`config.mk`:
```
export PLATFORM = sky130hd
export DESIGN_NAME = dma_engine
export DESIGN_NICKNAME = d
export VERILOG_FILES = /design/src/rtl/dma_pkg.sv /design/src/rtl/dma_arb.sv /design/src/rtl/dma_chan.sv /design/src/rtl/dma_engine.sv
export SDC_FILE = /design/constraint.sdc
export NUM_CORES = 2
export LEC_CHECK = 0
export CELL_PAD_IN_SITES_DETAIL_PLACEMENT = 2
export CELL_PAD_IN_SITES_GLOBAL_PLACEMENT = 2
export CORE_ASPECT_RATIO = 2
export CORE_UTILIZATION = 38
export DETAILED_ROUTE_END_ITERATION = 8
export PLACE_DENSITY_LB_ADDON = 0.1
export SKIP_CTS_REPAIR_TIMING = 1
export SLEW_MARGIN = 10
export SYNTH_ARGS = -nofsm -noshare
export SYNTH_HDL_FRONTEND = slang
export SYNTH_SLANG_ARGS = --single-unit
```
`constraint.sdc`:
```
create_clock -name clk -period 6.7 [get_ports clk]
set_input_delay 0.67 -clock clk [delete_from_list [all_inputs] [get_ports clk]]
set_output_delay 0.67 -clock clk [all_outputs]
set_load 0.01 [all_outputs]
```
`src/rtl/dma_pkg.sv`:
```
package dma_pkg;
  // Per-channel control word, bit 0 (en) up to bit 14 (ie[2]).
  typedef struct packed {
    logic [2:0] ie;    // {err, done, half}
    logic [1:0] prio;
    logic [1:0] msz;
    logic [1:0] psz;
    logic       minc;
    logic       pinc;
    logic       m2m;
    logic       circ;
    logic       dir;   // 1: memory side is read
    logic       en;
  } ctrl_t;

  localparam int CTRL_W = $bits(ctrl_t);

  typedef enum logic [1:0] {ST_IDLE, ST_RD, ST_WR} eng_st_t;

  localparam logic [1:0] REG_CTRL = 2'd0;
  localparam logic [1:0] REG_CNT  = 2'd1;
  localparam logic [1:0] REG_PADR = 2'd2;
  localparam logic [1:0] REG_MADR = 2'd3;

  // Keep only the bytes that an item of size sz carries.
  function automatic logic [31:0] size_fit(input logic [31:0] d, input logic [1:0] sz);
    case (sz)
      2'd0:    return {24'd0, d[7:0]};
      2'd1:    return {16'd0, d[15:0]};
      default: return d;
    endcase
  endfunction

  // Address advance per item for one side.
  function automatic logic [31:0] addr_step(input logic inc, input logic [1:0] sz);
    if (!inc) return 32'd0;
    case (sz)
      2'd0:    return 32'd1;
      2'd1:    return 32'd2;
      default: return 32'd4;
    endcase
  endfunction

  // Remaining count at which the half-way flag fires.
  function automatic logic [15:0] half_mark(input logic [15:0] n);
    return n >> 1;
  endfunction
endpackage

```
`src/rtl/dma_arb.sv`:
```
module dma_arb #(
  parameter int NCH  = 4,
  parameter int CH_W = 2
) (
  input  logic              clk,
  input  logic              rst_n,
  input  logic [NCH-1:0]    pend,
  input  logic [2*NCH-1:0]  prio,
  output logic              gnt_v,
  output logic [CH_W-1:0]   gnt_idx
);
  logic [1:0] best;

  // Strict greater-than keeps the lower index on a tie.
  always_comb begin
    gnt_v   = 1'b0;
    gnt_idx = '0;
    best    = 2'd0;
    for (int i = 0; i < NCH; i++) begin
      if (pend[i] && (!gnt_v || prio[2*i +: 2] > best)) begin
        gnt_v   = 1'b1;
        gnt_idx = CH_W'(i);
        best    = prio[2*i +: 2];
      end
    end
  end

  logic [1:0] win_p;
  assign win_p = prio[2*gnt_idx +: 2];


  grant_pending_chk: assert property (@(posedge clk) disable iff (!rst_n)
    (|pend) |-> (gnt_v && pend[gnt_idx]));

  for (genvar g = 0; g < NCH; g++) begin : g_chk
    logic [1:0] pg;
    assign pg = prio[2*g +: 2];

    prio_win_chk: assert property (@(posedge clk) disable iff (!rst_n)
      (gnt_v && pend[g]) |-> (pg <= win_p));

    tie_low_chk: assert property (@(posedge clk) disable iff (!rst_n)
      (gnt_v && pend[g] && pg == win_p) |-> (CH_W'(g) >= gnt_idx));
  end
endmodule

```
`src/rtl/dma_chan.sv`:
```
module dma_chan import dma_pkg::*; (
  input  logic        clk,
  input  logic        rst_n,
  input  logic        wr_ctrl,
  input  logic        wr_cnt,
  input  logic        wr_padr,
  input  logic        wr_madr,
  input  logic [31:0] wdata,
  input  logic [2:0]  clr,
  input  logic        item_done,
  input  logic        item_err,
  input  logic        req_in,
  input  logic        ack_busy,
  output ctrl_t       ctrl,
  output logic [15:0] cnt,
  output logic [31:0] padr,
  output logic [31:0] madr,
  output logic        pend,
  output logic [2:0]  flags,
  output logic        irq
);
  logic [15:0] shadow;
  logic [31:0] pbase, mbase;
  logic [15:0] cnt_nx;
  logic        wrap;

  assign cnt_nx = cnt - 16'd1;
  assign wrap   = (cnt_nx == 16'd0) && ctrl.circ && !ctrl.m2m;

  always_ff @(posedge clk) begin
    if (!rst_n) begin
      ctrl   <= '0;
      cnt    <= '0;
      shadow <= '0;
      padr   <= '0;
      madr   <= '0;
      pbase  <= '0;
      mbase  <= '0;
      flags  <= '0;
    end else begin
      if (wr_ctrl) ctrl <= ctrl_t'(wdata[CTRL_W-1:0]);
      if (wr_cnt) begin
        cnt    <= wdata[15:0];
        shadow <= wdata[15:0];
      end
      if (wr_padr) begin
        padr  <= wdata;
        pbase <= wdata;
      end
      if (wr_madr) begin
        madr  <= wdata;
        mbase <= wdata;
      end
      flags <= flags & ~clr;
      if (item_done) begin
        if (cnt_nx == half_mark(shadow)) flags[0] <= 1'b1;
        if (cnt_nx == 16'd0)             flags[1] <= 1'b1;
        if (wrap) begin
          cnt  <= shadow;
          padr <= pbase;
          madr <= mbase;
        end else begin
          cnt  <= cnt_nx;
          padr <= padr + addr_step(ctrl.pinc, ctrl.psz);
          madr <= madr + addr_step(ctrl.minc, ctrl.msz);
        end
      end
      if (item_err) begin
        flags[2] <= 1'b1;
        ctrl.en  <= 1'b0;
      end
    end
  end

  assign pend = ctrl.en && (cnt != 16'd0) && (ctrl.m2m || (req_in && !ack_busy));
  assign irq  = |(flags & ctrl.ie);


  cnt_step_chk: assert property (@(posedge clk) disable iff (!rst_n)
    (item_done && !wr_cnt && cnt > 16'd1) |=> (cnt == $past(cnt) - 16'd1));

  m2m_no_wrap_chk: assert property (@(posedge clk) disable iff (!rst_n)
    (item_done && !wr_cnt && ctrl.m2m && cnt == 16'd1) |=> (cnt == 16'd0));

  half_set_chk: assert property (@(posedge clk) disable iff (!rst_n)
    (item_done && !wr_cnt && {1'b0, cnt} == {1'b0, shadow >> 1} + 17'd1) |=> flags[0]);

  err_stop_chk: assert property (@(posedge clk) disable iff (!rst_n)
    item_err |=> (!ctrl.en && flags[2]));
endmodule

```
`src/rtl/dma_engine.sv`:
```
module dma_engine import dma_pkg::*; #(
  parameter int NCH  = 4,
  parameter int CH_W = (NCH > 1) ? $clog2(NCH) : 1,
  parameter int AW   = CH_W + 3
) (
  input  logic              clk,
  input  logic              rst_n,
  input  logic              cfg_we,
  input  logic [AW-1:0]     cfg_addr,
  input  logic [31:0]       cfg_wdata,
  output logic [31:0]       cfg_rdata,
  output logic              mem_req,
  output logic              mem_we,
  output logic [31:0]       mem_addr,
  output logic [1:0]        mem_size,
  output logic [31:0]       mem_wdata,
  input  logic [31:0]       mem_rdata,
  input  logic              mem_ack,
  input  logic              mem_err,
  input  logic [NCH-1:0]    dreq,
  output logic [NCH-1:0]    dack,
  output logic [NCH-1:0]    irq
);
  ctrl_t       ctrls [NCH];
  logic [15:0] cnts  [NCH];
  logic [31:0] padrs [NCH];
  logic [31:0] madrs [NCH];
  logic [2:0]  flg   [NCH];

  logic [NCH-1:0]   pend, item_done, item_err, dack_nx, dack_q;
  logic [2*NCH-1:0] prio_flat;
  logic [3*NCH-1:0] stat_flat;
  logic             gnt_v;
  logic [CH_W-1:0]  gnt_idx, cur;
  eng_st_t          st;
  logic [31:0]      buf_q;

  logic            glob;
  logic [CH_W-1:0] chsel;
  logic [1:0]      rsel;
  logic            clr_hit;
  assign glob    = cfg_addr[AW-1];
  assign chsel   = cfg_addr[CH_W+1:2];
  assign rsel    = cfg_addr[1:0];
  assign clr_hit = cfg_we && glob && (cfg_addr[1:0] == 2'd1);

  // Internal events, named for the assertions.
  logic busy, rd_ok, wr_ok;
  assign busy  = (st != ST_IDLE);
  assign rd_ok = (st == ST_RD) && mem_ack && !mem_err;
  assign wr_ok = (st == ST_WR) && mem_ack && !mem_err;

  for (genvar i = 0; i < NCH; i++) begin : g_ch
    logic hit;
    logic me;
    assign hit = cfg_we && !glob && (chsel == CH_W'(i));
    assign me  = (cur == CH_W'(i));
    assign item_done[i] = wr_ok && me;
    assign item_err[i]  = busy && mem_err && me;
    assign dack_nx[i]   = item_done[i] && !ctrls[i].m2m;

    dma_chan u_ch (
      .clk       (clk),
      .rst_n     (rst_n),
      .wr_ctrl   (hit && rsel == REG_CTRL),
      .wr_cnt    (hit && rsel == REG_CNT),
      .wr_padr   (hit && rsel == REG_PADR),
      .wr_madr   (hit && rsel == REG_MADR),
      .wdata     (cfg_wdata),
      .clr       (clr_hit ? cfg_wdata[3*i +: 3] : 3'b000),
      .item_done (item_done[i]),
      .item_err  (item_err[i]),
      .req_in    (dreq[i]),
      .ack_busy  (dack_q[i]),
      .ctrl      (ctrls[i]),
      .cnt       (cnts[i]),
      .padr      (padrs[i]),
      .madr      (madrs[i]),
      .pend      (pend[i]),
      .flags     (flg[i]),
      .irq       (irq[i])
    );

    assign prio_flat[2*i +: 2] = ctrls[i].prio;
    assign stat_flat[3*i +: 3] = flg[i];


    ack_pulse_chk: assert property (@(posedge clk) disable iff (!rst_n)
      dack[i] |=> !dack[i]);

    ack_after_write_chk: assert property (@(posedge clk) disable iff (!rst_n)
      $rose(dack[i]) |-> $past(item_done[i]));
  end

  dma_arb #(.NCH(NCH), .CH_W(CH_W)) u_arb (
    .clk     (clk),
    .rst_n   (rst_n),
    .pend    (pend),
    .prio    (prio_flat),
    .gnt_v   (gnt_v),
    .gnt_idx (gnt_idx)
  );

  // One item per grant: read, then write, then back to arbitration.
  always_ff @(posedge clk) begin
    if (!rst_n) begin
      st     <= ST_IDLE;
      cur    <= '0;
      buf_q  <= '0;
      dack_q <= '0;
    end else begin
      dack_q <= dack_nx;
      case (st)
        ST_IDLE: if (gnt_v) begin
          cur <= gnt_idx;
          st  <= ST_RD;
        end
        ST_RD: begin
          if (mem_err) st <= ST_IDLE;
          else if (mem_ack) begin
            buf_q <= size_fit(mem_rdata, ctrls[cur].dir ? ctrls[cur].msz : ctrls[cur].psz);
            st    <= ST_WR;
          end
        end
        default: if (mem_ack || mem_err) st <= ST_IDLE;
      endcase
    end
  end

  ctrl_t act;
  logic  rd_mem_side;
  assign act         = ctrls[cur];
  assign rd_mem_side = (st == ST_WR) ? !act.dir : act.dir;

  assign dack      = dack_q;
  assign mem_req   = busy;
  assign mem_we    = (st == ST_WR);
  assign mem_addr  = rd_mem_side ? madrs[cur] : padrs[cur];
  assign mem_size  = rd_mem_side ? act.msz : act.psz;
  assign mem_wdata = size_fit(buf_q, act.dir ? act.psz : act.msz);

  always_comb begin
    cfg_rdata = 32'd0;
    if (glob) begin
      if (cfg_addr[1:0] == 2'd0) cfg_rdata = 32'(stat_flat);
    end else if (int'(chsel) < NCH) begin
      case (rsel)
        REG_CTRL: cfg_rdata = {{(32-CTRL_W){1'b0}}, ctrls[chsel]};
        REG_CNT:  cfg_rdata = {16'd0, cnts[chsel]};
        REG_PADR: cfg_rdata = padrs[chsel];
        default:  cfg_rdata = madrs[chsel];
      endcase
    end
  end


  bus_hold_chk: assert property (@(posedge clk) disable iff (!rst_n)
    (mem_req && !mem_ack && !mem_err) |=> (mem_req && $stable(mem_addr) && $stable(mem_we)));

  read_then_write_chk: assert property (@(posedge clk) disable iff (!rst_n)
    rd_ok |=> (mem_req && mem_we));
endmodule

```
# == Yosys cells after proc, flatten, opt, wreduce, memory -nomap -nowiden ==
# Index checks and enable logic that the tools add are counted.
# op_classes
addsub,12
magnitude_cmp,5
eq_ne,27
mux,182
bitwise_logic,16
n_reduce_logical,130
# op_table
op,count
two-way mux 32 bit,74
adder 32 bit,8
binary-select mux 32 bit (select 2 bit),4
two-way mux 16 bit,14
one-hot mux 32 bit (2 select lines),2
one-hot mux 32 bit (3 select lines),1
equality test 16 x 15 -> 1 bit,4
logical NOT 16 bit,4
nonzero test 16 bit,4
subtractor 16 x 1 -> 16 bit (second input constant),4
logical AND 1 bit,61
binary-select mux 15 bit (select 2 bit),2
two-way mux 1 bit,50
one-hot mux 3 bit (2 select lines),8
binary-select mux 16 bit (select 2 bit),1
two-way mux 2 bit,16
two-way mux 15 bit,2
equality test 2 x 1 -> 1 bit (second input constant),14
logical NOT 2 bit,14
nonzero test 2 bit,13
bitwise AND 3 bit,8
two-way mux 10 bit,2
equality test 2 bit (second input constant),7
logical NOT 1 bit,14
16 further kinds,41
# word_totals
register_bits,752
inputBits,78
output_inout_bits,108
elab_cells,444

# == Depth between registers and ports, before layout ==
# logic_depth
ltp_word,19
ltp_mapped,25
mapped_depth_nobuf,24

# == Hierarchy ==
# Synthesis repeated with hierarchy kept, for this count alone.
# unflattened
hier_cells,5535
hier_area_um2,46811.1
# modules_own_cells
mod,instances,cells_per_inst,area_each_um2,seq_area_each_um2
dma_chan (g_ch[1].u_ch ...),3,1238,10005.8,3563.4
dma_chan (g_ch[0].u_ch),1,1176,9500.4,3563.4
dma_engine,1,608,7031.7,800.8
dma_arb,1,37,261.5,0.0

# == Worst setup path after synthesis ==
# Ideal clock, no wire load.
# synth_timing
path_type,register to register
startpoint,register g_ch[0].u_ch.cnt[0]
endpoint,register cur[1]
setup_time_ns,0.059
t_arrival_ns,4.986
required_time_ns,6.641
path_slack_ns,1.655
stages_incl_launch_ff,23
n_path_buf,1
period_less_slack_ns,5.045
path_cell_list,dfxtp_1 -> inv_1 -> ha_1 -> clkbuf_1 -> or3b_2 -> nor4_1 -> a21oi_1 -> nand2_1 -> ha_1 -> nor2b_1 -> o21ai_0 -> a21o_1 -> mux2_2 -> ha_1 -> a21oi_1 -> a21oi_1 -> o21ai_0 -> mux2_2 -> ha_1 -> a2111o_1 -> o211ai_1 -> nand2b_1 -> o211a_1
# synth_between
elab_chain_cells,17
elab_cells_between_ends,25
classes_between,3 x order compare; 9 x mux; 13 x reduce/logical
# synth_lines
element,line_no,rtl
start: declaration,dma_chan.sv:15,"output logic [15:0] cnt,"
start signal: assignment,dma_chan.sv:43,cnt <= wdata[15:0];
start signal: assignment,dma_chan.sv:59,cnt <= shadow;
start signal: assignment,dma_chan.sv:63,cnt <= cnt_nx;
nonzero test 16 bit *,dma_chan.sv:75,assign pend = ctrl.en && (cnt != 16'd0) && (ctrl.m2m || (req_in && !ack_busy));
logical AND 1 bit * (2 in a row),dma_chan.sv:75,
two-way mux 2 bit / two-way mux 1 bit (equally long branches),dma_arb.sv:20,if (pend[i] && (!gnt_v || prio[2*i +: 2] > best)) begin
greater-than comparator 2 bit / logical NOT 1 bit (equally long branches),dma_arb.sv:20,
logical OR 1 bit,dma_arb.sv:20,
logical AND 1 bit,dma_arb.sv:20,
two-way mux 2 bit / two-way mux 1 bit (equally long branches),dma_arb.sv:20,
greater-than comparator 2 bit / logical NOT 1 bit (equally long branches),dma_arb.sv:20,
logical OR 1 bit,dma_arb.sv:20,
logical AND 1 bit,dma_arb.sv:20,
two-way mux 2 bit / two-way mux 1 bit (equally long branches),dma_arb.sv:20,
greater-than comparator 2 bit / logical NOT 1 bit (equally long branches),dma_arb.sv:20,
logical OR 1 bit,dma_arb.sv:20,
logical AND 1 bit,dma_arb.sv:20,
two-way mux 1 bit,dma_arb.sv:20,
AND reduction 2 bit (no line),n/a,
end signal: assignment,dma_engine.sv:115,cur <= gnt_idx;
end: declaration,dma_engine.sv:34,"logic [CH_W-1:0] gnt_idx, cur;"
# Every way passes the cells marked *; elsewhere a longest branch is shown, timed or not.
# A chain may end at the register's enable or synchronous reset.

# == Final worst setup path ==
# Ends and elaborated chain as after synthesis.

==> results_dict.tcl <==
set metrics [dict create \
    vias 43150 \
    power_switching_share 0.2607 \
    peakVddDrop_v 0.0001928 \
    fin_skew_ps 27.20 \
    postSynthCellCount 5400 \
    syn-cell-area_um2 44400 \
    place.gp.congestion 1.016 \
    die_w_um 243.7 \
    cpMostUsedCell "ha_1" \
    synth_seq_cells 752 \
    combPwrFrac 0.063 \
    htreeDepth 3 \
    crit_fanout 8 \
    rows 177 \
    r2r_end "cur[1]" \
    io_pins 186 \
    min_path_cells 2 \
    hold_viol 0 \
    ant_nets 0 \
    syn_avg_cell_area_um2 8.223 \
    fillers 13050 \
    cp.required_ps 7330 \
    ys_types 83 \
    start_util 0.3826 \
    worstReg2RegStart "g_ch[0].u_ch.cnt[0]" \
    final_util 0.4273 \
    synth_nets 5524 \
    synth_edf_count 0 \
    wl_per_cell_um 32.05 \
    critPathLaunchType "register" \
    clk_pin_slew_ps 70 \
    drtPass1Iterations 5 \
    synth_seq_area_share 0.3390 \
    dp.final_hpwl_um 155000 \
    slew_headroom 0.1763 \
    cts_sinks 752 \
    clock-root-buffer "clkbuf_16" \
    finalPower_w 0.009874 \
    hold_class "input pin to register" \
    drc 0 \
    core_area_um2 116000 \
    nets 5385 \
    worstSetupPathType "register to register" \
    crit_chain "inv_1 > ha_1 > or3b_2 > nor4_1 > a21oi_1 > nand2_1 > ha_1 > nor2b_1 > o21ai_0 > a21o_1 > mux2_2 > ha_1 > a21oi_1 > a21oi_1 > o21ai_0 > buf_4 > mux2_2 > ha_1 > a2111o_1 > o211ai_1 > nand2b_1 > o211a_1" \
    synth_ff_type "dfxtp_1" \
    hp-start "rst_n" \
    critPathMaxStageDelay_ps 550 \
    drt-initial-drc-count 2214 \
    max-clock-path-buffers 3 \
    dieArea_um2 118300 \
    grt_first_pass_wirelength_um 318700 \
    rsz0062_at_grt "no" \
    finalMaxSlewViolations 0 \
    reg2reg_slack_ps 910 \
    track_usage 0.3663 \
    synthArstFlopShare 0 \
    clock.fmax_mhz 172.6 \
    power_density_nw_per_um2 199.1 \
    cts_buffers 79 \
    grt_overflow 0 \
    yosys_warnings 0 \
    period_share 0.8647 \
    outcome "finished clean" \
    cp-end-kind "register" \
    die_y_um 485.4 \
    netSwitchingPower_w 0.002574 \
    via_per_inst 6.308 \
    antenna_found_initial 12 \
    layout_common_cells "nand2_1, a21oi_1, dfxtp_1" \
    final_common_cell "nand2_1" \
    drive_above_1_share 0.09240 \
    tightestPinTransition_ps 1234 \
    p_leak_nw 17.90 \
    cp.arrival_ps 6430 \
    intPower_w 0.007300 \
    setup_tns_ps 0 \
    grt_pass1_vias 47120 \
    wirelength_um 219200 \
    cpMaxStageDelayCell "or3b_2" \
    fin_crit_ps 5794 \
    grt_max_degree 143 \
    cap_violations 0 \
    clkLatencyLatePin_ps 710 \
    setup_violations 0 \
    cts_tree "done" \
    reg2reg_depth 22 \
    portBuffers 185 \
    pwr-share-seq 0.461 \
    clockPowerShare 0.475 \
    syn2layout_area_growth_pct 11.69 \
    hold_end "cur[1]" \
]
[per-stage QoR]
stage / instances / instance area (µm²) / hold slack, ps / worst slack (ps)
4_1_cts: 6835 / 49570 / 348.8 / 923.6
3_5_place_dp: 6701 / 46990 / 450.9 / 977.3
3_3_place_gp: 6701 / 46990 / 440.0 / 1052
2_1_floorplan: 5400 / 44400 / 427.3 / 1655
6_report: 6840 / 49590 / 382.4 / 906.2
5_1_grt: 6837 / 49580 / 376.0 / 640.2
[worst max-delay path by stage]
stage	from	end	slack, ps
6_report	g_ch[0].u_ch.cnt[0]	cur[1]	910
5_1_grt	g_ch[0].u_ch.cnt[0]	cur[1]	640
4_1_cts	g_ch[0].u_ch.cnt[0]	cur[1]	920
3_5_place_dp	g_ch[0].u_ch.cnt[0]	cur[1]	980
3_3_place_gp	dreq[0]	cur[1]	1050
2_1_floorplan	g_ch[0].u_ch.cnt[0]	cur[1]	1660
[cell type report]
type | instances | area [µm²] | area share
multi-input cells | 4068 | 27130 | 0.5471
inverters | 82 | 315.3 | 0.006358
clock inverters | 17 | 236.5 | 0.004769
repair buffers | 278 | 2580 | 0.05202
flip-flops and latches | 752 | 15060 | 0.3037
clock buffers | 117 | 2351 | 0.04741
diodes | 5 | 12.51 | 0.0002523
well taps | 1521 | 1903 | 0.03838
[synth_stat cells, drive strengths merged (5+ instances only)]
cell type	n	area share
nor4	34	0.0048
or3b	5	0.00099
mux4	171	0.087
fa	8	0.0036
nand4b	7	0.0014
a21oi	784	0.088
nor4b	9	0.0021
a31oi	20	0.0028
o211ai	12	0.0020
nor3	94	0.011
nor3b	17	0.0029
a221oi	178	0.035
a311oi	19	0.0037
nand2b	15	0.0021
and4	25	0.0049
nor2b	46	0.0065
buf	86	0.012
or3	26	0.0037
ha	38	0.011
nand3	148	0.017
a22oi	30	0.0051
xor2	139	0.027
nand2	1139	0.096
o221ai	7	0.0014
nor2	206	0.017
or2	7	0.00099
a21boi	6	0.0010
or4	17	0.0029
xnor2	192	0.038
o21ai	59	0.0067
nand4	71	0.010
inv	82	0.0069
and3	41	0.0058
dfxtp	752	0.34
nand3b	11	0.0019
o31ai	29	0.0049
a211o	5	0.00099
clkbuf	412	0.035
o21a	11	0.0019
and2	29	0.0041
a21o	21	0.0036
o2111ai	7	0.0014
a211oi	24	0.0042
mux2	39	0.0099
mux2i	268	0.060
[critical path, delay by kind of cell (launching register included)]
kind | cells | cell delay [ps]
AO/OA/AOI/OAI | 9 | 1720
AND/OR/NAND/NOR | 5 | 1440
adder cells (fa/ha/maj) | 4 | 1190
multiplexers | 2 | 700
flip-flops | 1 | 380
buffers and inverters | 2 | 300
[routing by layer]
metal	up-vias	routed length [µm]	global-route usage
li1	18970	-	-
met1	22070	71890	0.3431
met2	1330	113900	0.6715
met3	763	8703	0.05198
met4	14	24610	0.3514
met5	-	79	0
[cell families after synthesis]
| group | Yosys count | share of synthesized area |
|---|---|---|
| compound gates | 1256 | 0.1719 |
| buf+inv | 580 | 0.05376 |
| fa+ha+maj | 46 | 0.01431 |
| flops | 752 | 0.3390 |
| xor+xnor | 331 | 0.06529 |
| mux | 478 | 0.1570 |
| simple gates | 1957 | 0.1987 |
[power by group through the flow]
stage               registers [W]  logic, W  clock network [W]
finish                    0.00455  0.000626            0.00469
global route              0.00455  0.000649            0.00491
CTS                       0.00455  0.000621            0.00477
detailed placement        0.00465  0.000617                  0
global placement          0.00465  0.000607                  0
floorplan                 0.00462  0.000350                  0
[flip-flops by register name, indices dropped and copies added (netlist names)]
register          count
st                    2
dack                  4
g_ch.u_ch.flags      12
g_ch.u_ch.shadow     64
cur                   2
g_ch.u_ch.cnt        64
g_ch.u_ch.pbase     128
g_ch.u_ch.ctrl       60
g_ch.u_ch.mbase     128
buf_q                32
g_ch.u_ch.madr      128
g_ch.u_ch.padr      128
(Power assumes the default switching activity.)
